==> src/rtl/trap_cap_pkg.sv <==
package trap_cap_pkg;
  localparam int REG_W       = 32;
  localparam int NUM_CLASS   = 4;
  localparam int GATE_BIT    = 31;
  localparam int CLS_EN_LSB  = 27;
  localparam int STEP_EN_BIT = 26;
  localparam int STEP_REQ    = 30;
  localparam int CTL_LO      = STEP_EN_BIT;

  typedef enum logic [2:0] {
    CLS_SYNC  = 3'd0,
    CLS_DTYPE = 3'd1,
    CLS_OVF   = 3'd2,
    CLS_ASYNC = 3'd3,
    CLS_NONE  = 3'd4
  } trap_class_e;

  typedef enum logic [1:0] {
    STEP_OFF   = 2'd0,
    STEP_ARMED = 2'd1,
    STEP_PEND  = 2'd2
  } step_state_e;

  function automatic trap_class_e class_of(input int b);
    if (b >= 1 && b <= 10)               return CLS_ASYNC;
    if (b == 12)                         return CLS_OVF;
    if (b == 13)                         return CLS_DTYPE;
    if ((b >= 15 && b <= 29) || b == 31) return CLS_SYNC;
    return CLS_NONE;
  endfunction

  function automatic logic [REG_W-1:0] keep_mask();
    logic [REG_W-1:0] m;
    for (int i = 0; i < REG_W; i++) m[i] = (class_of(i) != CLS_NONE);
    return m;
  endfunction

  function automatic logic [REG_W-1:0] ctl_mask();
    logic [REG_W-1:0] m;
    for (int i = 0; i < REG_W; i++) m[i] = (i >= CTL_LO);
    return m;
  endfunction

  localparam logic [REG_W-1:0] REQ_KEEP = keep_mask();
  localparam logic [REG_W-1:0] CTL_IMPL = ctl_mask();
endpackage

==> src/rtl/trap_class_mask.sv <==
module trap_class_mask
  import trap_cap_pkg::*;
(
  input  logic                 gate,
  input  logic [NUM_CLASS-1:0] cls_en,
  input  logic [REG_W-1:0]     req,
  input  logic                 step_pend,
  output logic [REG_W-1:0]     raw_vec,
  output logic                 any_eff
);
  logic [REG_W-1:0] en_vec;
  logic [REG_W-1:0] eff_vec;

  for (genvar i = 0; i < REG_W; i++) begin : g_bit
    localparam trap_class_e CLS = class_of(i);
    if (i == STEP_REQ) begin : g_step
      assign en_vec[i] = 1'b1;
    end else if (CLS == CLS_NONE) begin : g_none
      assign en_vec[i] = 1'b0;
    end else begin : g_cls
      assign en_vec[i] = cls_en[CLS[1:0]];
    end
  end

  always_comb begin
    raw_vec = req & REQ_KEEP;
    raw_vec[STEP_REQ] = step_pend;
    eff_vec = gate ? (raw_vec & en_vec) : '0;
    any_eff = |eff_vec;
  end
endmodule

==> src/rtl/trap_ctl_reg.sv <==
module trap_ctl_reg
  import trap_cap_pkg::*;
(
  input  logic             clk,
  input  logic             rst_n,
  input  logic             wr_en,
  input  logic [REG_W-1:0] wr_data,
  input  logic             entry_fire,
  input  logic             exit_fire,
  output logic [REG_W-1:0] ctl_q
);
  logic [REG_W-1:0] ctl_d;

  always_comb begin
    ctl_d = ctl_q;
    if (wr_en)      ctl_d = wr_data & CTL_IMPL;
    if (exit_fire)  ctl_d[GATE_BIT] = 1'b1;
    if (entry_fire) ctl_d[GATE_BIT] = 1'b0;
  end

  always_ff @(posedge clk) begin
    if (!rst_n) ctl_q <= '0;
    else        ctl_q <= ctl_d;
  end
endmodule

==> src/rtl/trap_sequencer.sv <==
module trap_sequencer
  import trap_cap_pkg::*;
(
  input  logic clk,
  input  logic rst_n,
  input  logic any_eff,
  input  logic trap_exit,
  input  logic insn_retire,
  input  logic step_en,
  output logic entry_fire,
  output logic exit_fire,
  output logic entry_q,
  output logic active_q,
  output logic step_pend
);
  step_state_e step_q;

  assign entry_fire = !active_q && any_eff;
  assign exit_fire  = active_q && trap_exit;
  assign step_pend  = (step_q == STEP_PEND);

  always_ff @(posedge clk) begin
    if (!rst_n) begin
      active_q <= 1'b0;
      entry_q  <= 1'b0;
      step_q   <= STEP_OFF;
    end else begin
      entry_q <= entry_fire;
      if (entry_fire)     active_q <= 1'b1;
      else if (exit_fire) active_q <= 1'b0;
      if (entry_fire)                            step_q <= STEP_OFF;
      else if (exit_fire)                        step_q <= step_en ? STEP_ARMED : STEP_OFF;
      else if (step_q == STEP_ARMED && insn_retire) step_q <= STEP_PEND;
    end
  end
endmodule

==> src/rtl/trap_capture.sv <==
module trap_capture
  import trap_cap_pkg::*;
(
  input  logic             clk,
  input  logic             rst_n,
  input  logic             load,
  input  logic [REG_W-1:0] raw_vec,
  output logic [REG_W-1:0] cap_q
);
  always_ff @(posedge clk) begin
    if (!rst_n)    cap_q <= '0;
    else if (load) cap_q <= raw_vec;
  end
endmodule

==> src/rtl/trap_capture_unit.sv <==
module trap_capture_unit
  import trap_cap_pkg::*;
(
  input  logic             clk,
  input  logic             rst_n,
  input  logic             ctl_wr_en,
  input  logic [REG_W-1:0] ctl_wr_data,
  output logic [REG_W-1:0] ctl_rd_data,
  input  logic [REG_W-1:0] trap_req,
  input  logic             trap_exit,
  input  logic             insn_retire,
  output logic             trap_entry,
  output logic             trap_active,
  output logic [REG_W-1:0] trap_reg
);
  logic [REG_W-1:0] ctl_q;
  logic [REG_W-1:0] raw_vec;
  logic             any_eff;
  logic             entry_fire;
  logic             exit_fire;
  logic             step_pend;

  trap_ctl_reg u_ctl (
    .clk        (clk),
    .rst_n      (rst_n),
    .wr_en      (ctl_wr_en),
    .wr_data    (ctl_wr_data),
    .entry_fire (entry_fire),
    .exit_fire  (exit_fire),
    .ctl_q      (ctl_q)
  );

  trap_class_mask u_mask (
    .gate      (ctl_q[GATE_BIT]),
    .cls_en    (ctl_q[CLS_EN_LSB +: NUM_CLASS]),
    .req       (trap_req),
    .step_pend (step_pend),
    .raw_vec   (raw_vec),
    .any_eff   (any_eff)
  );

  trap_sequencer u_seq (
    .clk         (clk),
    .rst_n       (rst_n),
    .any_eff     (any_eff),
    .trap_exit   (trap_exit),
    .insn_retire (insn_retire),
    .step_en     (ctl_q[STEP_EN_BIT]),
    .entry_fire  (entry_fire),
    .exit_fire   (exit_fire),
    .entry_q     (trap_entry),
    .active_q    (trap_active),
    .step_pend   (step_pend)
  );

  trap_capture u_cap (
    .clk     (clk),
    .rst_n   (rst_n),
    .load    (entry_fire | ctl_wr_en),
    .raw_vec (raw_vec),
    .cap_q   (trap_reg)
  );

  assign ctl_rd_data = ctl_q;
endmodule

==> config.mk <==
export PLATFORM = sky130hd
export DESIGN_NAME = trap_capture_unit
export DESIGN_NICKNAME = d
export VERILOG_FILES = /design/src/rtl/trap_cap_pkg.sv /design/src/rtl/trap_class_mask.sv /design/src/rtl/trap_ctl_reg.sv /design/src/rtl/trap_sequencer.sv /design/src/rtl/trap_capture.sv /design/src/rtl/trap_capture_unit.sv
export SDC_FILE = /design/constraint.sdc
export NUM_CORES = 1
export LEC_CHECK = 0
export CAP_MARGIN = 10
export CORE_ASPECT_RATIO = 0.6
export CORE_MARGIN = 2
export CORE_UTILIZATION = 31
export DETAILED_ROUTE_END_ITERATION = 12
export PLACE_DENSITY = 0.76
export SLEW_MARGIN = 20
export SYNTH_ARGS = -nofsm -noshare
export SYNTH_HDL_FRONTEND = slang
export SYNTH_SLANG_ARGS = --single-unit
export TNS_END_PERCENT = 30
==> constraint.sdc <==
create_clock -name clk -period 1.7 [get_ports clk]
set_input_delay 0.425 -clock clk [delete_from_list [all_inputs] [get_ports clk]]
set_output_delay 0.425 -clock clk [all_outputs]
set_load 0.01 [all_outputs]
==> impl_metrics.toml <==
[status]
outcome = "complete, no violations"

[floorplan]
fp.dieW_um = 105
initial_core_util_pct = 31.7
io_pins = 135
die-area_mm2 = 0.00682
rows = 22
fp.dieH_um = 64.8
core_mm2 = 0.00603

[placed_design]
post-place-ws_ns = -0.627
place_area_mm2 = 0.00267
dpl.hpwl_mm = 3.51
finalWeightedCongestion = 0.726
numPortBuffers = 75

[synth]
synth_enable_flop_cells = 0
synth_fa_ha_area_share_pct = 0
yosys_warnings = 0
synthesis.instances = 211
avgSynthCellArea_um2 = 9.04
synth_area_mm2 = 0.00191
synth.area.top_cells = "dfxtp_1 41%, mux2i_1 18%, buf_4 13%"
synth_top_family_by_area = "simple AND/OR/NAND/NOR gates"
synth_area_leader_cell = "dfxtp_1"
synth_top_area_share_pct = 40.9
synth_xor_area_share_pct = 0
async_reset_ff_share_pct = 0
synthMuxAreaShare_pct = 18.4
synth_compound_area_share_pct = 3.54
synth_ff_type = "dfxtp_1"
synthSimpleGateAreaFrac_pct = 20.3
synth-seq-cells = 39
yosysUniqueCellTypes = 25
synth-seq-area-share_pct = 40.9

[timing]
fin_crit_ns = 1.65
rsz0062_at_grt = "no"
finalCritPeriodShare_pct = 97.2
hold_violations = 0
setup_viol = 0
slew_viol_final = 0
layout_setup_ws_ns = 0.0474
fin_worst_skew_ns = 0.00322
max_freq_mhz = 605

[finish]
fin_nets = 362
areaGrowthSynthToFinish_pct = 47.3
drive_gt1_share_pct = 14.6
postLayoutCellArea_mm2 = 0.00281
antenna_cells = 0
mostFrequentLayoutCells = "59 x nand2_1, 45 x clkdlybuf4s50_1, 38 x dfxtp_1"
final_common_cell = "nand2_1"
fillers = 588
multi_input_area_um2 = 966
register_area_um2 = 782

[cts]
clkSinkCount = 39
cts_tree = "yes"
clk_path_buf_depth = 2
clockRootBuffer = "clkbuf_8"
cts-hold-fix-buffers = 0
clock_latency_ns = 0.29
numCtsBuffers = 5
clkTransAtPathRegs_ns = 0.07
h-tree-depth = 2

[route]
drtPass1Iterations = 4
via_per_inst = 4.12
vias = 1556
ant_nets = 0
drt_iter0_drc = 27
drc = 0
wl_per_cell_um = 12.5
drt-total-wl_mm = 4.72

[critical_path]
crit_family = "simple AND/OR/NAND/NOR gates"
crit_required_ns = 1.91
crit_arrival_ns = 1.86
crit_buf_inv = 2
critPathSlowestCell = "nor4_4"
crit_path_start_kind = "input port"
cp-end-kind = "flop"
worstSetupPathType = "input port to flop"
cpPeakStageDelay_ns = 0.34
path_cells = "clkbuf_2 > nor4_4 > buf_4 > a41oi_1 > o31a_1 > nand2b_1 > nor3b_1"
path_max_fanout = 3

[grt]
track_usage_pct = 13.9
grt.overflow.total = 0
grt_pass1_vias = 1482
grt_pass1_wl_mm = 7.27
antenna_found_initial = 0
grt_max_degree = 67

[power]
p_switching_w = 0.000570
p_seq_share_pct = 46.4
switching_share_pct = 26.3
peakVddDrop_v = 0.000350
p_int_w = 0.00160
comb_power_share_pct = 21.9
clkPwrFrac_pct = 31.7
power_density_mw_per_mm2 = 772
power.leakage_nw = 1.26

[hold_path]
hold_class = "input port to flop"

[flow_run]
max_cap_viol_count = 0
-- worst paths after layout --
kind | from | endpoint | slack (ns) | cells past startpoint
setup reg to reg | u_seq.step_q[1]$_SDFFE_PP0P_ | u_seq.step_q[1]$_SDFFE_PP0P_ | 0.19 | 5
setup / recovery | trap_req[17] | u_seq.step_q[1]$_SDFFE_PP0P_ | 0.05 | 7
hold reg to reg | u_cap.cap_q[22]$_SDFFE_PN0P_ | u_cap.cap_q[22]$_SDFFE_PN0P_ | 0.46 | 2
hold / removal | trap_req[18] | u_cap.cap_q[18]$_SDFFE_PN0P_ | 0.40 | 3
-- cell families (layout without fill, tap and decap cells) --
| logic type | after synthesis | after routing |
|---|---|---|
| AOI/OAI and AO/OA | 10 | 10 |
| buffers and inverters | 44 | 99 |
| DFF | 39 | 39 |
| muxes | 35 | 35 |
| other | 1 | 29 |
| and+or+nand+nor | 82 | 82 |
-- cell usage after synthesis, types with 2 or more instances --
cell type,count
buf_4,32
nor4_1,2
nor2b_1,8
a21oi_1,3
buf_12,2
dfxtp_1,39
mux2i_1,35
nand2_1,59
inv_1,2
a31oi_1,2
nand3_1,2
nand2b_1,2
clkbuf_1,8
nor4_2,4
-- metrics by stage --
step | instances | util [%] | hold slack (ns) | power [W] | setup TNS, ns
floorplan | 239 | - | 0.462 | 0.00129 | 0
CTS | 379 | 47.9 | 0.465 | 0.00222 | 0
detailed placement | 366 | 44.2 | 0.454 | 0.00150 | -19.56
global placement | 366 | 44.2 | 0.445 | 0.00149 | -18.63
global route | 378 | 46.6 | 0.397 | 0.00228 | 0
finish | 378 | 46.6 | 0.403 | 0.00217 | 0
-- flip-flops by register name, indices dropped and copies added (netlist names) --
name and count:
u_cap.cap_q 29, u_ctl.ctl_q 6, u_seq.active_q 1, u_seq.entry_q 1, u_seq.step_q 2
-- layout make-up --
type | instances | area share, %
Sequential cell | 39 | 27.8
Multi-Input combinational cell | 156 | 34.4
Inverter | 2 | 0.267
Timing Repair Buffer | 89 | 30.3
Clock buffer | 8 | 3.56
Tap cell | 84 | 3.74
-- tightest hold or removal path: cells and delay by family --
kind,cells,cell delay (ns)
mux,1,0.05
buf+inv,1,0.11
simple gates,1,0.06
-- power groups by stage --
stage / Sequential (W) / Clock (W) / Combinational [W]
detailed placement: 0.00103 / 0 / 0.000471
global route: 0.00101 / 0.000749 / 0.000513
global placement: 0.00103 / 0 / 0.000464
CTS: 0.00101 / 0.000711 / 0.000503
floorplan: 0.00105 / 0 / 0.000241
finish: 0.00101 / 0.000687 / 0.000476
-- timing repair --
item | 4_1_cts | 5_1_grt
hold endpoints to repair | 0 | 0
resized for setup | 50 | 27
gates cloned | 2 | 0
endpoints found under the setup margin | 35 | 37
pin swaps | 12 | 10
buffers inserted | 4 | 1
-- per-layer routing --
| layer | track usage [%] | vias up | wire [µm] |
|---|---|---|---|
| li1 | - | 799 | - |
| met1 | 17.4 | 697 | 2190 |
| met2 | 21.9 | 53 | 2120 |
| met3 | 5.33 | 7 | 362 |
| met4 | 4.50 | 0 | 46 |
| met5 | 0 | - | 0 |
Note: power is estimated with default switching activity, not from simulation.
